--- src/rtl/s0h_pkg.sv ---
package s0h_pkg;
  typedef struct packed {
    logic bg_on;
    logic spr_on;
    logic bg_left;
    logic spr_left;
  } render_ctl_t;
endpackage

--- src/rtl/s0h_line_flag.sv ---
module s0h_line_flag (
  input  logic clk,
  input  logic rst,
  input  logic line_start,
  input  logic next_flag,
  output logic cur_flag
);
  always_ff @(posedge clk) begin
    if (rst)             cur_flag <= 1'b0;
    else if (line_start) cur_flag <= next_flag;
  end

  // the current-line copy is taken only at line start
  a_r7_load_at_start: assert property (@(posedge clk) disable iff (rst)
    line_start |=> (cur_flag == $past(next_flag)));
  a_r7_hold_otherwise: assert property (@(posedge clk) disable iff (rst)
    !line_start |=> $stable(cur_flag));
endmodule

--- src/rtl/s0h_pixel_qual.sv ---
module s0h_pixel_qual
  import s0h_pkg::*;
#(
  parameter int IDX_W     = 2,
  parameter int X_W       = 8,
  parameter int CLIP_COLS = 8
) (
  input  logic [IDX_W-1:0] bg_idx,
  input  logic [IDX_W-1:0] spr_idx,
  input  logic [X_W-1:0]   pix_x,
  input  render_ctl_t      ctl,
  input  logic             spr0_here,
  output logic             qualify
);
  localparam logic [X_W-1:0] CLIP_X = X_W'(CLIP_COLS);
  localparam logic [X_W-1:0] LAST_X = '1;

  logic bg_opaque, spr_opaque, in_clip, clip_block, at_last;

  always_comb begin
    bg_opaque  = |bg_idx;
    spr_opaque = |spr_idx;
    in_clip    = (pix_x < CLIP_X);
    clip_block = in_clip && !(ctl.bg_left && ctl.spr_left);
    at_last    = (pix_x == LAST_X);
    qualify    = spr0_here && bg_opaque && spr_opaque &&
                 ctl.bg_on && ctl.spr_on && !clip_block && !at_last;
  end
endmodule

--- src/rtl/s0h_sticky_flag.sv ---
module s0h_sticky_flag (
  input  logic clk,
  input  logic rst,
  input  logic clear,
  input  logic set,
  output logic flag
);
  always_ff @(posedge clk) begin
    if (rst || clear) flag <= 1'b0;
    else if (set)     flag <= 1'b1;
  end

  // sticky until cleared, clear has priority
  a_r6_sticky: assert property (@(posedge clk) disable iff (rst)
    (flag && !clear) |=> flag);
  a_r6_clear: assert property (@(posedge clk) disable iff (rst)
    clear |=> !flag);
endmodule

--- src/rtl/spr0_hit_detect.sv ---
module spr0_hit_detect
  import s0h_pkg::*;
#(
  parameter int IDX_W     = 2,
  parameter int X_W       = 8,
  parameter int CLIP_COLS = 8,
  parameter int STATUS_W  = 8,
  parameter int HIT_POS   = 6
) (
  input  logic                clk,
  input  logic                rst,
  input  logic [IDX_W-1:0]    bg_idx,
  input  logic [IDX_W-1:0]    spr_idx,
  input  logic [X_W-1:0]      pix_x,
  input  logic                bg_enable,
  input  logic                spr_enable,
  input  logic                bg_left_show,
  input  logic                spr_left_show,
  input  logic                spr0_next_line,
  input  logic                line_start,
  input  logic                prerender_dot1,
  output logic                hit,
  output logic [STATUS_W-1:0] status_byte
);
  localparam logic [X_W-1:0] LAST_X = '1;
  localparam logic [X_W-1:0] CLIP_X = X_W'(CLIP_COLS);

  render_ctl_t ctl;
  logic        spr0_cur;
  logic        qualify;

  assign ctl = '{bg_on: bg_enable, spr_on: spr_enable,
                 bg_left: bg_left_show, spr_left: spr_left_show};

  s0h_line_flag u_line (
    .clk(clk), .rst(rst), .line_start(line_start),
    .next_flag(spr0_next_line), .cur_flag(spr0_cur)
  );

  s0h_pixel_qual #(.IDX_W(IDX_W), .X_W(X_W), .CLIP_COLS(CLIP_COLS)) u_qual (
    .bg_idx(bg_idx), .spr_idx(spr_idx), .pix_x(pix_x), .ctl(ctl),
    .spr0_here(spr0_cur), .qualify(qualify)
  );

  s0h_sticky_flag u_flag (
    .clk(clk), .rst(rst), .clear(prerender_dot1), .set(qualify), .flag(hit)
  );

  always_comb begin
    status_byte          = '0;
    status_byte[HIT_POS] = hit;
  end

  // a rise of the flag follows a pixel opaque on both streams
  a_r2_opaque: assert property (@(posedge clk) disable iff (rst)
    $rose(hit) |-> ($past(bg_idx) != '0 && $past(spr_idx) != '0));
  // both layers were enabled
  a_r3_enables: assert property (@(posedge clk) disable iff (rst)
    $rose(hit) |-> $past(bg_enable && spr_enable));
  // left columns only with both show bits set
  a_r4_clip: assert property (@(posedge clk) disable iff (rst)
    $rose(hit) |-> ($past(pix_x) >= CLIP_X || $past(bg_left_show && spr_left_show)));
  // never from the last column
  a_r5_last_col: assert property (@(posedge clk) disable iff (rst)
    $rose(hit) |-> ($past(pix_x) != LAST_X));
  // clear in the cycle after reset
  a_r9_reset: assert property (@(posedge clk)
    $past(rst) |-> !hit);
endmodule

--- config.mk ---
export PLATFORM = sky130hd
export DESIGN_NAME = spr0_hit_detect
export DESIGN_NICKNAME = d
export VERILOG_FILES = /design/src/rtl/s0h_pkg.sv /design/src/rtl/s0h_line_flag.sv /design/src/rtl/s0h_pixel_qual.sv /design/src/rtl/s0h_sticky_flag.sv /design/src/rtl/spr0_hit_detect.sv
export SDC_FILE = /design/constraint.sdc
export NUM_CORES = 1
export LEC_CHECK = 0
export BUFFER_PORTS_ARGS = -buffer_cell sky130_fd_sc_hd__buf_2
export CORE_AREA = 2 2 39 41
export DETAILED_ROUTE_END_ITERATION = 16
export DIE_AREA = 0 0 41 43
export SLEW_MARGIN = 20
export SYNTH_ARGS = -nofsm -noshare
export SYNTH_HDL_FRONTEND = slang
export SYNTH_SLANG_ARGS = --single-unit
--- constraint.sdc ---
create_clock -name clk -period 1 [get_ports clk]
set_input_delay 0.05 -clock clk [delete_from_list [all_inputs] [get_ports clk]]
set_output_delay 0.05 -clock clk [all_outputs]
set_load 0.01 [all_outputs]
---- After elaboration in Yosys (flattened, before gate mapping) ----
Index checks and enable logic that the tools add are counted.
word-level totals
  logic and storage cells ................. 18
  output and inout port bits .............. 9
  input port bits ......................... 21
  bits in registers ....................... 2
operators by class
  order comparisons ....................... 1
  equality and inequality tests ........... 1
  reductions and logical operators ........ 14
operator list
  cell                                                count
  == test 8 bit, second input constant                1
  logical AND 1 bit                                   8
  < comparator 8 x 4 -> 1 bit, second input constant  1
  OR reduction 2 bit                                  2
  logical NOT 1 bit                                   3
  logical OR 1 bit                                    1

---- Depth between registers and ports, before layout ----
Gate-level depths: netlist (run 1).
  depth after elaboration ................. 7
  depth in mapped cells ................... 3
  mapped depth without buffers ............ 3

---- Cells and area by module ----
Synthesis (run 1) repeated with hierarchy kept, for this count alone.
unflattened totals
  cell total of the unflattened synthesis .. 23
  area, all modules ....................... 186.4 µm²
by module, submodules not included
  module           instances  seq. area each (µm²)  area an instance (µm²)  cells an instance
  spr0_hit_detect  1          0.0                   63.8                    9
  s0h_pixel_qual   1          0.0                   55.1                    8
  s0h_line_flag    1          20.0                  33.8                    3
  s0h_sticky_flag  1          20.0                  33.8                    3

---- Worst setup path before layout (run 1) ----
OpenSTA, ideal clock, no wires.
  path type ............................... register to register
  start ................................... register u_line.cur_flag
  end ..................................... register u_flag.flag
  arrival ................................. 0.798 ns
  slack ................................... 0.142 ns
  cell stages (with the launch flop) ...... 4
  period minus slack after synthesis ...... 0.858 ns
  data required time ...................... 0.940 ns
  buffers on the path ..................... 0
  path through ............................ dfxtp_1 -> nand3_1 -> nor4b_2 -> a32o_1
on the way
  longest elaborated chain between the ends .. 6
RTL lines
  what                            RTL line               text
  from (decl)                     s0h_line_flag.sv:6     output logic cur_flag
  from (signal assigned)          s0h_line_flag.sv:10    else if (line_start) cur_flag <= next_flag;
  logical AND 1 bit (3 in a row)  s0h_pixel_qual.sv:26   qualify = spr0_here && bg_opaque && spr_opaque &&
  logical AND 1 bit (3 in a row)  s0h_pixel_qual.sv:27   ctl.bg_on && ctl.spr_on && !clip_block && !at_last;
  to (signal assigned)            s0h_sticky_flag.sv:9   if (rst || clear) flag <= 1'b0;
  to (signal assigned)            s0h_sticky_flag.sv:10  else if (set) flag <= 1'b1;
  to (decl)                       s0h_sticky_flag.sv:6   output logic flag
Every way passes these cells.
A chain may end at the register's enable or synchronous reset.

---- Worst setup path in the final report (run 1) ----
Same ends and word-level chain as after synthesis.

==> flow_summary_export.csv, run 1 <==
group,metric,value,unit
layout,nets,72,
sta,finClkSkew,0.00220,ns
yosys,synth_top_area_share,0.312,
sta,setup_viol,0,
yosys,synthDistinctLibCells,13,
route,drtIter0Drc,1,
clock_network,clock_path_buffers,2,
route,ant_nets,0,
critical_path,critPathLaunchType,"register",
power,ir_drop,0.216,mV
die,die_y,43,µm
clock_network,clock_sinks,2,
layout,antenna_cells,0,
layout,nFillCells,171,
critical_path,cp_slowest_cell,"dfxtp_1",
clock_network,clk_latency,0.23,ns
hold_path,hold_path_class,"in2reg",
critical_path,critPathKind,"reg2reg",
placed_design,routabilityCongestion,0.541,
sta,slew_viol_final,0,
critical_path,path_max_fanout,2,
sta,setup-tns-final,0,ns
die,die_x,41,µm
power,clock_power_share,0.540,
grt,grt-ovfl-total,0,
critical_path,slowest_delay,0.31,ns
route,routedWlPerCell,7.42,µm
power,p_int,253,µW
yosys,synth_seq_area_share,0.208,
clock_network,cts_setup_buffers,0,
power,sw_frac_of_total,0.243,
power,p_switching,81.4,µW
yosys,yosysTopAreaCell,"buf_4",
power,p_leak,0.000168,µW
layout,final_cell_mix,"22 x buf_2, 7 x conb_1, 4 x nor2_1",
clock_network,htreeDepth,1,
yosys,synth_cells,25,
die,ios,30,
grt,grt_pass1_wl,807,µm
route,routed_wl,482,µm
power,power,335,µW
grt,grt_pass1_vias,236,
clock_network,cts_tree,"built",
yosys,syn_avg_cell_area,7.71,µm²
critical_path,end_kind,"register",
layout,final_layout_size_suffix_gt1_frac,0.531,
sta,rsz0062_at_grt,"false",
route,drt-vias-per-instance,3.75,
grt,antenna_found_initial,0,
clock_network,path_clk_slew,0.03,ns
clock_network,cts-root-buf,"clkbuf_4",
layout,seq_area,40.0,µm²
yosys,synth_area,193,µm²
die,fp-row-count,14,
die,die-area,0.00176,mm²
die,coreArea,0.00138,mm²
sta,final_hold_viol_count,0,
power,power_frac_comb,0.208,
route,drc,0,
yosys,ys_top_cells_by_area,"buf_4 31%, dfxtp_1 21%, nor2_1 7.8%",
layout,area_growth,64.9,%
critical_path,crit_buf_inv,0,
clock_network,numCtsBuffers,3,
power,power_density,1050,mW/mm²
job,maxCapViolations,0,
critical_path,critical_path_required,1.17,ns
critical_path,cpLargestDelayFamily,"simple AND/OR/NAND/NOR gates",
placed_design,portBuffers,22,
power,sequentialPowerShare,0.252,
yosys,synth_warnings,0,
run_status,status,"complete, no violations",
grt,grt_max_degree,4,
sta,timing.fmax,1120,MHz
layout,final_util,0.230,
sta,min_period_over_period,0.891,
layout,final_common_cell,"buf_2",
die,start_util,0.139,
grt,grtUsageTotal,0.0782,
layout,multi_input_area,115,µm²
critical_path,arrival,1.06,ns
sta,min_period,0.891,ns
route,vias,244,
route,drt-pass1-iter-count,2,
critical_path,path_cells,"nand3_1, nor4b_2, a32o_1",
yosys,ys_ff_latch,2,
[registers in the layout (all words and copies together) (netlist names)]
register / cells
u_line.cur_flag: 1
u_flag.flag: 1
[what timing repair did]
item,in CTS,in global routing
endpoints found under the hold margin,1,0
hold buffers,1,0
resized for setup,0,0
[final cells by class]
| cell class | instances | area share |
|---|---|---|
| Timing Repair Buffer | 23 | 0.378 |
| Clock buffer | 3 | 0.0709 |
| Sequential cell | 2 | 0.126 |
| Multi-Input combinational cell | 21 | 0.362 |
| Tap cell | 16 | 0.0630 |
[stage by stage]
stage               hold slack [ns]  cell area [µm²]  setup WS [ns]  instances
global placement              0.235              285          0.118         61
floorplan                     0.122              215          0.142         31
global route                 0.0831              318        0.00980         65
finish                       0.0673              318          0.109         65
detailed placement            0.232              285         0.0982         61
CTS                          0.0634              318         0.0955         65
[per-layer routing]
metal  global-route usage  share of wire
met2                0.119           0.57
met4               0.0800          0.017
met1               0.0415           0.25
met3               0.0785           0.16
met5                    0              0
[power groups by stage]
stage | registers [µW] | logic, µW | clock network, µW
floorplan | 85.3 | 44.9 | 0
global placement | 85.3 | 65.9 | 0
detailed placement | 85.4 | 66.8 | 0
CTS | 84.3 | 70.0 | 194
global route | 84.4 | 80.1 | 202
finish | 84.4 | 69.5 | 181
[path summary, 6_finish.rpt]
check                                from                      endpoint  slack, ns  depth (start not counted)
min reg2reg      u_flag.flag$_SDFFE_PP0P_      u_flag.flag$_SDFFE_PP0P_       0.49                          1
min                        spr0_next_line  u_line.cur_flag$_SDFFE_PP0P_       0.07                          3
max reg2reg  u_line.cur_flag$_SDFFE_PP0P_      u_flag.flag$_SDFFE_PP0P_       0.11                          3
max          u_line.cur_flag$_SDFFE_PP0P_      u_flag.flag$_SDFFE_PP0P_       0.11                          3
[cells by family (layout without fill, tap and decap cells)]
logic type | Yosys count | after routing | synth area share
and+or+nand+nor | 11 | 11 | 0.331
buffers and inverters | 8 | 26 | 0.312
AOI/OAI and AO/OA | 2 | 2 | 0.0779
DFF | 2 | 2 | 0.208
other | 1 | 7 | 0.0195
muxes | 1 | 1 | 0.0520
[worst register-to-register path, stage by stage (launching register included)]
cell     delay [ns]
dfxtp_1        0.31
nand3_1        0.08
nor4b_2        0.27
a32o_1         0.18
[synthesized netlist by cell type, drive strengths merged]
library cell	n
nor4b	1
nand4	2
buf	8
nand2	1
a21oi	1
or2	1
nor4	1
nand3	1
a32o	1
conb	1
mux2i	1
dfxtp	2
nor2	4
No activity file was read; power rests on OpenSTA's default activity.
==> run 2, diff against run 1 <==
--- a/config.mk
+++ b/config.mk
@@ -9,6 +9,7 @@
 export CORE_AREA = 2 2 39 41
 export DETAILED_ROUTE_END_ITERATION = 16
 export DIE_AREA = 0 0 41 43
+export RECOVER_POWER = 100
 export SLEW_MARGIN = 20
 export SYNTH_ARGS = -nofsm -noshare
 export SYNTH_HDL_FRONTEND = slang
==> constraint.sdc (replaced) <==
create_clock -name clk -period 0.8 [get_ports clk]
set_input_delay 0.04 -clock clk [delete_from_list [all_inputs] [get_ports clk]]
set_output_delay 0.04 -clock clk [all_outputs]
set_load 0.01 [all_outputs]
==> run 2 against run 1 <==
The run now ends with negative setup slack left. Cell area grew 2.0%. Register-to-register slack lost 0.16 ns. Sequential power grew 27%. Wire length shrank 3.3%. Sequential cell count is the same. Clock power grew 23%. Hold slack gained 0.0030 ns. Non-clock buffer count is the same. Cell count is the same. Sequential share of layout area grew 0.14 points. Largest power group unchanged.
==> flow_summary_export.csv, run 2 (synthesized netlist as in run 1, its figures left out) <==
group,metric,value,unit
run_status,status,"finished with violations",
run_status,violations,"negative setup slack",
clock_network,clock_sinks,2,
placed_design,portBuffers,22,
grt,grt_pass1_vias,216,
critical_path,path_max_fanout,2,
layout,seq_area,41.3,µm²
placed_design,routabilityCongestion,0.524,
grt,grt_pass1_wl,786,µm
layout,nFillCells,177,
power,ir_drop,0.202,mV
die,ios,30,
layout,nets,72,
sta,setup_viol,1,
route,vias,238,
critical_path,arrival,1.01,ns
critical_path,slowest_delay,0.32,ns
grt,antenna_found_initial,0,
clock_network,cts_setup_buffers,0,
grt,grtUsageTotal,0.0700,
placed_design,placed_area,285,µm²
route,drtIter0Drc,2,
clock_network,htreeDepth,1,
layout,final_cell_mix,"20 x buf_2, 7 x conb_1, 4 x nor2_1",
critical_path,critical_path_required,0.96,ns
layout,area_growth,68.2,%
route,routed_wl,466,µm
clock_network,path_clk_slew,0.03,ns
route,drt-vias-per-instance,3.66,
hold_path,hold_path_class,"in2reg",
die,die-area,0.00176,mm²
clock_network,clk_latency,0.22,ns
critical_path,end_kind,"register",
grt,grt-ovfl-total,0,
critical_path,cpLargestDelayFamily,"flip-flops",
power,power_frac_comb,0.212,
route,drt-pass1-iter-count,2,
layout,multi_input_area,120,µm²
clock_network,clock_path_buffers,2,
layout,antenna_cells,0,
die,die_y,43,µm
layout,final_layout_size_suffix_gt1_frac,0.571,
sta,min_period,0.851,ns
power,sw_frac_of_total,0.238,
power,p_switching,99.2,µW
route,drc,0,
power,p_int,317,µW
sta,post-route-worst-setup-slack,-0.0514,ns
job,maxCapViolations,0,
clock_network,numCtsBuffers,3,
clock_network,cts-root-buf,"clkbuf_4",
power,sequentialPowerShare,0.256,
grt,grt_max_degree,4,
critical_path,critPathKind,"reg2reg",
power,power,417,µW
layout,final_common_cell,"buf_2",
die,die_x,41,µm
power,clock_power_share,0.532,
sta,slew_viol_final,0,
sta,rsz0062_at_grt,"true",
die,coreArea,0.00138,mm²
critical_path,critPathLaunchType,"register",
power,power_density,1290,mW/mm²
sta,timing.fmax,1170,MHz
route,routedWlPerCell,7.17,µm
die,start_util,0.139,
sta,min_period_over_period,1.06,
critical_path,cp_slowest_cell,"dfxtp_2",
clock_network,cts_tree,"built",
route,ant_nets,0,
layout,finalInstanceArea,324,µm²
layout,reg.largest.list,"u_flag.flag: 1 flops, u_line.cur_flag: 1 flops",
die,fp-row-count,14,
critical_path,path_cells,"nand3_2, nor4b_2, a32o_1",
critical_path,crit_buf_inv,0,
sta,final_hold_viol_count,0,
sta,finClkSkew,0.00423,ns
power,p_leak,0.000167,µW
## run 2: changes by cell type in the layout (fill, tap and decap cells not counted)
cell / previous run / this run
clkbuf_2: 0 / 2
dfxtp_2: 0 / 1
buf_2: 22 / 20
nand3_2: 0 / 1
nand3_1: 1 / 0
dfxtp_1: 2 / 1
## run 2: worst paths after layout
kind	startpoint	endpoint	slack [ns]	cells after the start
max reg2reg	u_line.cur_flag$_SDFFE_PP0P_	u_flag.flag$_SDFFE_PP0P_	-0.05	3
min	spr0_next_line	u_line.cur_flag$_SDFFE_PP0P_	0.07	3
min reg2reg	u_flag.flag$_SDFFE_PP0P_	u_flag.flag$_SDFFE_PP0P_	0.48	1
max	u_line.cur_flag$_SDFFE_PP0P_	u_flag.flag$_SDFFE_PP0P_	-0.05	3
## run 2: worst reg2reg max path, cell delays in order, from the launching register on
cell and delay (ns):
dfxtp_2 0.32, nand3_2 0.06, nor4b_2 0.22, a32o_1 0.18
## run 2: layer usage
layer  share of wire  global-route usage  routed length, µm
met1            0.27              0.0508                124
met2            0.68               0.122                317
met3           0.054              0.0157                 25
met4               0              0.0800                  0
met5               0                   0                  0
## run 2: stage by stage
| step | util | worst slack [ns] | hold WS [ns] | setup TNS, ns | cells |
|---|---|---|---|---|---|
| finish | 0.234 | -0.0514 | 0.0703 | -0.0514 | 65 |
| global route | 0.234 | -0.107 | 0.0836 | -0.107 | 65 |
| CTS | 0.234 | -0.0870 | 0.0627 | -0.0870 | 65 |
| detailed placement | 0.206 | -0.106 | 0.223 | -0.106 | 61 |
| global placement | 0.206 | -0.0874 | 0.219 | -0.0874 | 61 |
| floorplan | - | 0.000218 | 0.112 | 0 | 31 |
## run 2: cell type report
cell class / count / share of cell area
Multi-Input combinational cell: 21 / 0.371
Timing Repair Buffer: 23 / 0.371
Sequential cell: 2 / 0.127
Clock buffer: 3 / 0.0695
Tap cell: 16 / 0.0618
## run 2: power groups by stage
stage / registers, µW / clock network (µW) / logic, µW
global placement: 107 / 0 / 82.2
floorplan: 107 / 0 / 56.1
CTS: 107 / 240 / 88.6
finish: 107 / 222 / 88.2
detailed placement: 107 / 0 / 83.3
global route: 107 / 244 / 102
## run 2: timing repair
item / in CTS / in global routing
setup endpoints to repair: 1 / 1
endpoints found under the hold margin: 1 / 0
hold buffers: 1 / 0
gates resized for setup: 2 / 0
